===== src/rtl/pac_pkg.sv =====
package pac_pkg;

   localparam int TYPE_W = 3;
   localparam int RB_R   = 0;
   localparam int RB_W   = 1;
   localparam int RB_X   = 2;

   typedef logic [2:0] rights_t;

   typedef enum logic [3:0] {
      FLT_NONE      = 4'd0,
      FLT_DTLB_MISS = 4'd1,
      FLT_IPROT     = 4'd2,
      FLT_DPROT     = 4'd3,
      FLT_DIRTY     = 4'd4,
      FLT_DBREAK    = 4'd5,
      FLT_PAGEREF   = 4'd6
   } fault_e;

   typedef enum logic [1:0] {
      ACC_NONE = 2'd0,
      ACC_RD   = 2'd1,
      ACC_WR   = 2'd2,
      ACC_EX   = 2'd3
   } acc_e;

endpackage


===== src/rtl/pac_rights_decode.sv =====
module pac_rights_decode
   import pac_pkg::*;
#(
   parameter int PL_W = 2
) (
   input  logic [PL_W-1:0]   priv_i,
   input  logic [PL_W-1:0]   pl1_i,
   input  logic [PL_W-1:0]   pl2_i,
   input  logic [TYPE_W-1:0] type_i,
   output rights_t           rights_o
);

   logic rd_ok, wr_ok, ex_ok;

   // privilege comparisons, lower number is more privileged
   assign rd_ok = (priv_i <= pl1_i);
   assign wr_ok = (priv_i <= pl2_i);
   assign ex_ok = (pl2_i <= priv_i) && rd_ok;

   // access type picks which of the privilege-qualified rights apply
   always_comb begin
      rights_o = '0;
      if (type_i[2]) begin
         rights_o[RB_X] = ex_ok;
      end else begin
         rights_o[RB_R] = rd_ok;
         rights_o[RB_W] = wr_ok & type_i[0];
         rights_o[RB_X] = ex_ok & type_i[1];
      end
   end

endmodule


===== src/rtl/pac_fault_resolve.sv =====
module pac_fault_resolve
   import pac_pkg::*;
(
   input  acc_e    kind_i,
   input  rights_t base_i,
   input  logic    brk_i,
   input  logic    dirty_i,
   input  logic    trap_i,
   output rights_t rights_o,
   output fault_e  fault_o
);

   localparam int N_STAGE = 3;

   rights_t need;
   logic    is_wr, is_ex;

   always_comb begin
      need = '0;
      unique case (kind_i)
         ACC_RD:  need[RB_R] = 1'b1;
         ACC_WR:  need[RB_W] = 1'b1;
         ACC_EX:  need[RB_X] = 1'b1;
         default: need = '0;
      endcase
   end

   assign is_wr = (kind_i == ACC_WR);
   assign is_ex = (kind_i == ACC_EX);

   // Ordered chain: stage 0 dirty, stage 1 break, stage 2 reference trap.
   // Each stage may override the fault of the stage before it.
   rights_t st_r [N_STAGE+1];
   fault_e  st_f [N_STAGE+1];

   assign st_r[0] = base_i;
   assign st_f[0] = FLT_NONE;

   for (genvar g = 0; g < N_STAGE; g++) begin : g_stage
      logic    hit_cond;
      logic    raise;
      rights_t keep_mask;
      fault_e  code;
      if (g == 0) begin : g_dirty
         assign hit_cond  = ~dirty_i;
         assign raise     = is_wr;
         assign keep_mask = 3'b101;
         assign code      = FLT_DIRTY;
      end else if (g == 1) begin : g_brk
         assign hit_cond  = brk_i;
         assign raise     = is_wr;
         assign keep_mask = 3'b101;
         assign code      = FLT_DBREAK;
      end else begin : g_trap
         assign hit_cond  = trap_i;
         assign raise     = ~is_ex;
         assign keep_mask = 3'b100;
         assign code      = FLT_PAGEREF;
      end
      assign st_r[g+1] = hit_cond ? (st_r[g] & keep_mask) : st_r[g];
      assign st_f[g+1] = (hit_cond && raise) ? code : st_f[g];
   end

   always_comb begin
      rights_o = base_i;
      fault_o  = FLT_NONE;
      if (kind_i != ACC_NONE) begin
         if ((base_i & need) == '0) begin
            // protection fault, no D/B/T masking
            fault_o = is_ex ? FLT_IPROT : FLT_DPROT;
         end else begin
            rights_o = st_r[N_STAGE];
            fault_o  = st_f[N_STAGE];
         end
      end
   end

endmodule


===== src/rtl/pac_fault_capture.sv =====
module pac_fault_capture #(
   parameter int VA_W       = 64,
   parameter bit CAPTURE_EN = 1'b1,
   localparam int LO_W      = VA_W / 2,
   localparam int HI_W      = VA_W - LO_W
) (
   input  logic            clk,
   input  logic            rst_n,
   input  logic            rec_i,
   input  logic [VA_W-1:0] va_i,
   output logic [LO_W-1:0] ofs_o,
   output logic [HI_W-1:0] spc_o
);

   if (CAPTURE_EN) begin : g_regs
      always_ff @(posedge clk or negedge rst_n) begin
         if (!rst_n) begin
            ofs_o <= '0;
            spc_o <= '0;
         end else if (rec_i) begin
            ofs_o <= va_i[LO_W-1:0];
            spc_o <= va_i[VA_W-1:LO_W];
         end
      end

      a_r11_load: assert property (@(posedge clk) disable iff (!rst_n)
         rec_i |=> (ofs_o == $past(va_i[LO_W-1:0])) && (spc_o == $past(va_i[VA_W-1:LO_W])));
      a_r11_hold: assert property (@(posedge clk) disable iff (!rst_n)
         !rec_i |=> $stable(ofs_o) && $stable(spc_o));
   end else begin : g_none
      assign ofs_o = '0;
      assign spc_o = '0;
   end

endmodule


===== src/rtl/pac_top.sv =====
module pac_top
   import pac_pkg::*;
#(
   parameter int VA_W       = 64,
   parameter int PA_W       = 40,
   parameter int PAGE_BITS  = 12,
   parameter int PL_W       = 2,
   parameter bit CAPTURE_EN = 1'b1,
   localparam int PPN_W     = PA_W - PAGE_BITS,
   localparam int LO_W      = VA_W / 2,
   localparam int HI_W      = VA_W - LO_W
) (
   input  logic              clk,
   input  logic              rst_n,
   input  logic              phys_mode_i,
   input  logic [VA_W-1:0]   va_i,
   input  logic [PL_W-1:0]   priv_i,
   input  logic [1:0]        kind_i,
   input  logic              q_bit_i,
   input  logic              ent_hit_i,
   input  logic              ent_valid_i,
   input  logic [PPN_W-1:0]  ent_ppn_i,
   input  logic [PL_W-1:0]   ent_pl1_i,
   input  logic [PL_W-1:0]   ent_pl2_i,
   input  logic [2:0]        ent_type_i,
   input  logic              ent_brk_i,
   input  logic              ent_dirty_i,
   input  logic              ent_trap_i,
   output logic [PA_W-1:0]   pa_o,
   output logic [2:0]        rights_o,
   output logic [3:0]        fault_o,
   output logic              rec_o,
   output logic [LO_W-1:0]   ofs_reg_o,
   output logic [HI_W-1:0]   spc_reg_o
);

   if (PAGE_BITS < 1 || PAGE_BITS >= PA_W) begin : g_chk_page
      $error("pac_top: PAGE_BITS must lie in 1..PA_W-1");
   end
   if (PA_W > VA_W) begin : g_chk_pa
      $error("pac_top: PA_W must not exceed VA_W");
   end
   if (PL_W < 1) begin : g_chk_pl
      $error("pac_top: PL_W must be at least 1");
   end

   acc_e    kind;
   logic    hit_ok;
   rights_t base_rights, res_rights;
   fault_e  res_fault, fault;

   assign kind   = acc_e'(kind_i);
   assign hit_ok = ent_hit_i & ent_valid_i;

   pac_rights_decode #(.PL_W(PL_W)) u_dec (
      .priv_i   (priv_i),
      .pl1_i    (ent_pl1_i),
      .pl2_i    (ent_pl2_i),
      .type_i   (ent_type_i),
      .rights_o (base_rights)
   );

   pac_fault_resolve u_res (
      .kind_i   (kind),
      .base_i   (base_rights),
      .brk_i    (ent_brk_i),
      .dirty_i  (ent_dirty_i),
      .trap_i   (ent_trap_i),
      .rights_o (res_rights),
      .fault_o  (res_fault)
   );

   // translation result selection
   always_comb begin
      if (phys_mode_i) begin
         pa_o     = va_i[PA_W-1:0];
         rights_o = 3'b111;
         fault    = FLT_NONE;
      end else if (!hit_ok) begin
         pa_o     = '0;
         rights_o = 3'b000;
         fault    = FLT_DTLB_MISS;
      end else begin
         pa_o     = {ent_ppn_i, va_i[PAGE_BITS-1:0]};
         rights_o = res_rights;
         fault    = res_fault;
      end
   end

   assign fault_o = fault;
   assign rec_o   = (fault != FLT_NONE) && q_bit_i;

   pac_fault_capture #(.VA_W(VA_W), .CAPTURE_EN(CAPTURE_EN)) u_cap (
      .clk   (clk),
      .rst_n (rst_n),
      .rec_i (rec_o),
      .va_i  (va_i),
      .ofs_o (ofs_reg_o),
      .spc_o (spc_reg_o)
   );

   a_r1_passthru: assert property (@(posedge clk) disable iff (!rst_n)
      phys_mode_i |-> (pa_o == va_i[PA_W-1:0]) && (rights_o == 3'b111) && (fault_o == 4'd0));
   a_r2_miss: assert property (@(posedge clk) disable iff (!rst_n)
      (!phys_mode_i && !hit_ok) |-> (fault_o == 4'd1) && (rights_o == 3'b000));
   a_r7_iprot_exec: assert property (@(posedge clk) disable iff (!rst_n)
      (fault_o == 4'd2) |-> (kind_i == 2'd3));
   a_r8_dirty_src: assert property (@(posedge clk) disable iff (!rst_n)
      (fault_o == 4'd4) |-> (kind_i == 2'd2) && !ent_dirty_i && !ent_brk_i && !ent_trap_i);
   a_r10_ref_rights: assert property (@(posedge clk) disable iff (!rst_n)
      (fault_o == 4'd6) |-> (rights_o[1:0] == 2'b00) && ent_trap_i && (kind_i != 2'd3));
   a_r6_none_nofault: assert property (@(posedge clk) disable iff (!rst_n)
      (kind_i == 2'd0 && hit_ok) |-> (fault_o == 4'd0));

endmodule


===== config.mk =====
export PLATFORM = sky130hd
export DESIGN_NAME = pac_top
export DESIGN_NICKNAME = d
export VERILOG_FILES = /design/src/rtl/pac_pkg.sv /design/src/rtl/pac_rights_decode.sv /design/src/rtl/pac_fault_resolve.sv /design/src/rtl/pac_fault_capture.sv /design/src/rtl/pac_top.sv
export SDC_FILE = /design/constraint.sdc
export NUM_CORES = 1
export LEC_CHECK = 0
export BUFFER_PORTS_ARGS = -buffer_cell sky130_fd_sc_hd__buf_4
export CAP_MARGIN = 20
export CORE_ASPECT_RATIO = 0.8
export CORE_MARGIN = 1
export CORE_UTILIZATION = 37
export DETAILED_ROUTE_END_ITERATION = 10
export PLACE_DENSITY = 0.8
export SLEW_MARGIN = 10
export SYNTH_ARGS = -nofsm -noshare
export SYNTH_HDL_FRONTEND = slang
export SYNTH_SLANG_ARGS = --single-unit

===== constraint.sdc =====
create_clock -name clk -period 2 [get_ports clk]
set_input_delay 0.2 -clock clk [delete_from_list [all_inputs] [get_ports clk]]
set_output_delay 0.2 -clock clk [all_outputs]
set_load 0.01 [all_outputs]

==> summary.txt <==
Outcome
  – Status: finished with violations
  – Violated checks: negative setup slack

Power and ir drop
  – IR drop worst, VDD: 427.6 µV
  – Total Power: 4.287 mW
  – Leak: 2.691 nW
  – PwrDens: 796.6 mW/mm²

Floorplan
  – Die height: 83.88 µm
  – CORE AREA: 0.008019 mm²
  – I/O pins: 224
  – Site Rows: 29
  – Initial Util: 0.3866
  – Chip width: 104.3 µm
  – Die area: 0.008752 mm²

Placed design
  – Pre-CTS setup slack: -0.4598 ns
  – Hpwl dp: 7046 µm
  – DP Cell Count: 562
  – Placed Area: 0.005005 mm²
  – Port Buffer Count: 222
  – GPL Wtd Cong: 0.8468

Yosys
  – Largest cells by area after synthesis: dfrtp_1 (52%), mux2_1 (23%), a22o_1 (7.9%), nor2b_1 (3.2%), buf_6 (1.8%)
  – Top post-synthesis cells by count: dfrtp_1 (64), mux2_1 (64), a22o_1 (28), nor2b_1 (16), clkbuf_1 (9)
  – Sequential area share after synthesis: 0.5165
  – Synth Register Bits: 64
  – Synth warn: 0
  – Synth top area share: 0.5165
  – Cell accounting for the most synthesized area: dfrtp_1
  – Async S/R FF share, synth: 1.000
  – Mean Syn Cell Area: 13.03 µm²
  – Synth Flop Type: dfrtp_1
  – Syn Inst Count: 238
  – Netlist cell types: 32
  – Synthesized Nets: 354
  – Post-Syn Area: 0.003100 mm²
  – Post-synth EDFFs: 0

STA
  – Period utilization: 1.053
  – Final Slew Violations: 0
  – Final Hold Fails: 0
  – Highest Clock Rate: 474.7 MHz
  – Hold WS: 0.07336 ns
  – Endpoints failing setup: 65
  – Setup ws final: -0.1064 ns
  – Minimum clock period: 2.106 ns
  – Slew headroom: 0.4744
  – Unrepaired setup endpoints after global routing: true
  – Worst slew pin tran: 0.7884 ns
  – Worst Skew: 0 ns

Setup path
  – Critical path, cell by cell: buf_6 -> inv_4 -> ha_4 -> nor2b_4 -> o21ai_2 -> buf_4 -> nand4b_1 -> a211oi_2 -> o31ai_4 -> buf_6 -> buf_12 -> inv_2 -> buf_6
  – Worst Path Buf+Inv: 7
  – CP max FO: 3
  – WS Path Type: in2out
  – R2R Setup Slk: 1.17 ns
  – Reg2Reg Depth: 1
  – CP endpoint kind: output pin
  – Crit path largest cell delay: 0.33 ns
  – CP most frequent cell: buf_6
  – CP top delay family: buffers and inverters
  – Crit path arrival time: 1.91 ns
  – Worst r2r dst: u_cap.ofs_o[12]
  – Critical-path top delay cell: a211oi_2
  – CP Launch Type: input pin
  – Critical Path RT: 1.80 ns
  – Worst R2R Start: u_cap.ofs_o[12]

Hold path
  – Hold Path Depth: 2
  – Min-delay src: va_i[54]
  – Hold Path End: u_cap.spc_o[22]
  – Tightest Hold Check Type: in2reg

Drt
  – Routed Antenna Nets: 0
  – Initial drt markers: 79
  – Final WL: 9499 µm
  – Drt wl/cell: 16.21 µm
  – Detailed-route via count: 2869
  – Detailed-route vias per instance: 4.896
  – DRT Pass-1 Iters: 4
  – DRC violations left: 0

Clock network
  – Worst-path clk slew: 0.07 ns
  – TritonCTS clock tree: built
  – Cts bufs inserted: 9
  – CTS Root Buffer Type: clkbuf_8
  – Worst-skew pair later-pin latency: 0.33 ns
  – Longest Clk Path Bufs: 2
  – Clock Sinks: 64
  – H-tree levels: 3

Final layout
  – Design area: 0.005381 mm²
  – # diodes: 0
  – Fin nets: 589
  – Layout Cells excl Fill: 586
  – Area Growth Syn to Fin: 73.57%
  – Share of cells above drive strength 1: 0.6109

Global route
  – Vias in the first global route: 3051
  – Largest net degree at the start of global routing: 65
  – First-pass GRT wire length: 15260 µm
  – Initial antenna violation count: 0
  – GR Overflow Total: 0
  – Global Route Usage Sum: 0.2256

Run
  – Max-cap violation count: 0
[layout by cell type, fill, tap and decap left out, drive strengths merged, types with 3 or more instances in the layout]
master	synthesis	routed
buf	9	241
dfrtp	64	64
mux2	64	64
a22o	28	28
nor2b	16	16
clkbuf	9	11
nand2	7	7
nor2	7	7
inv	5	5
ha	4	4
o21ai	3	3
[flip-flops by register name (all words and copies together) (netlist names)]
name / count
u_cap.ofs_o: 32
u_cap.spc_o: 32
[cells by family (layout without fill, tap and decap cells)]
family,Yosys count,after routing,share of synthesized area
flip-flops,64,64,0.5165
other,1,1,0.001209
AND/OR/NAND/NOR,39,39,0.07143
adder cells (fa/ha/maj),4,4,0.01614
buffers and inverters,23,263,0.04317
multiplexers,64,64,0.2324
AO/OA/AOI/OAI,43,43,0.1190
[power breakdown]
| group | total (mW) | switching [mW] | internal, mW |
|---|---|---|---|
| Clock | 1.14 | 0.499 | 0.639 |
| Sequential | 1.69 | 0.137 | 1.55 |
| Combinational | 1.46 | 0.594 | 0.866 |
[metrics by stage]
stage / util / TNS (ns)
after floorplan: - / -7.408
final: 0.6711 / -3.661
after global routing: 0.6711 / -7.255
after detailed placement: 0.6241 / -27.05
after global placement: 0.6241 / -21.40
after CTS: 0.6731 / -3.883
[layout make-up]
type	count	area [µm²]
multi-input cells	151	1514
fillers	599	2638
repair buffers	242	1891
well taps	108	135.1
clock buffers	11	151.4
clock inverters	5	55.05
inverters	5	33.78
flip-flops and latches	64	1602
[metal layers]
| metal | track usage | vias up | routed length (µm) |
|---|---|---|---|
| li1 | - | 1338 | - |
| met1 | 0.2650 | 1374 | 3923 |
| met2 | 0.3998 | 146 | 4755 |
| met3 | 0.06089 | 11 | 657 |
| met4 | 0.07143 | 0 | 162 |
| met5 | 0 | - | 0 |
[worst max-delay path by stage]
stage | start | slack [ns] | depth (start not counted) | endpoint
2_1_floorplan | ent_pl1_i[1] | -0.15 | 10 | u_cap.ofs_o[0]
3_3_place_gp | priv_i[1] | -0.35 | 9 | u_cap.spc_o[22]
3_5_place_dp | priv_i[1] | -0.46 | 9 | u_cap.spc_o[9]
4_1_cts | ent_pl2_i[1] | -0.12 | 13 | rec_o
5_1_grt | ent_pl2_i[1] | -0.19 | 13 | rec_o
6_report | ent_pl2_i[1] | -0.11 | 13 | rec_o
[repair_timing]
item / 4_1_cts / 5_1_grt
endpoints found under the setup margin: 65 / 67
buffers inserted: 5 / 2
resized for setup: 22 / 1
hold buffers: 1 / 0
cloned: 2 / 0
endpoints found under the hold margin: 64 / 0
pin swaps: 8 / 4
(Power assumes the default switching activity.)
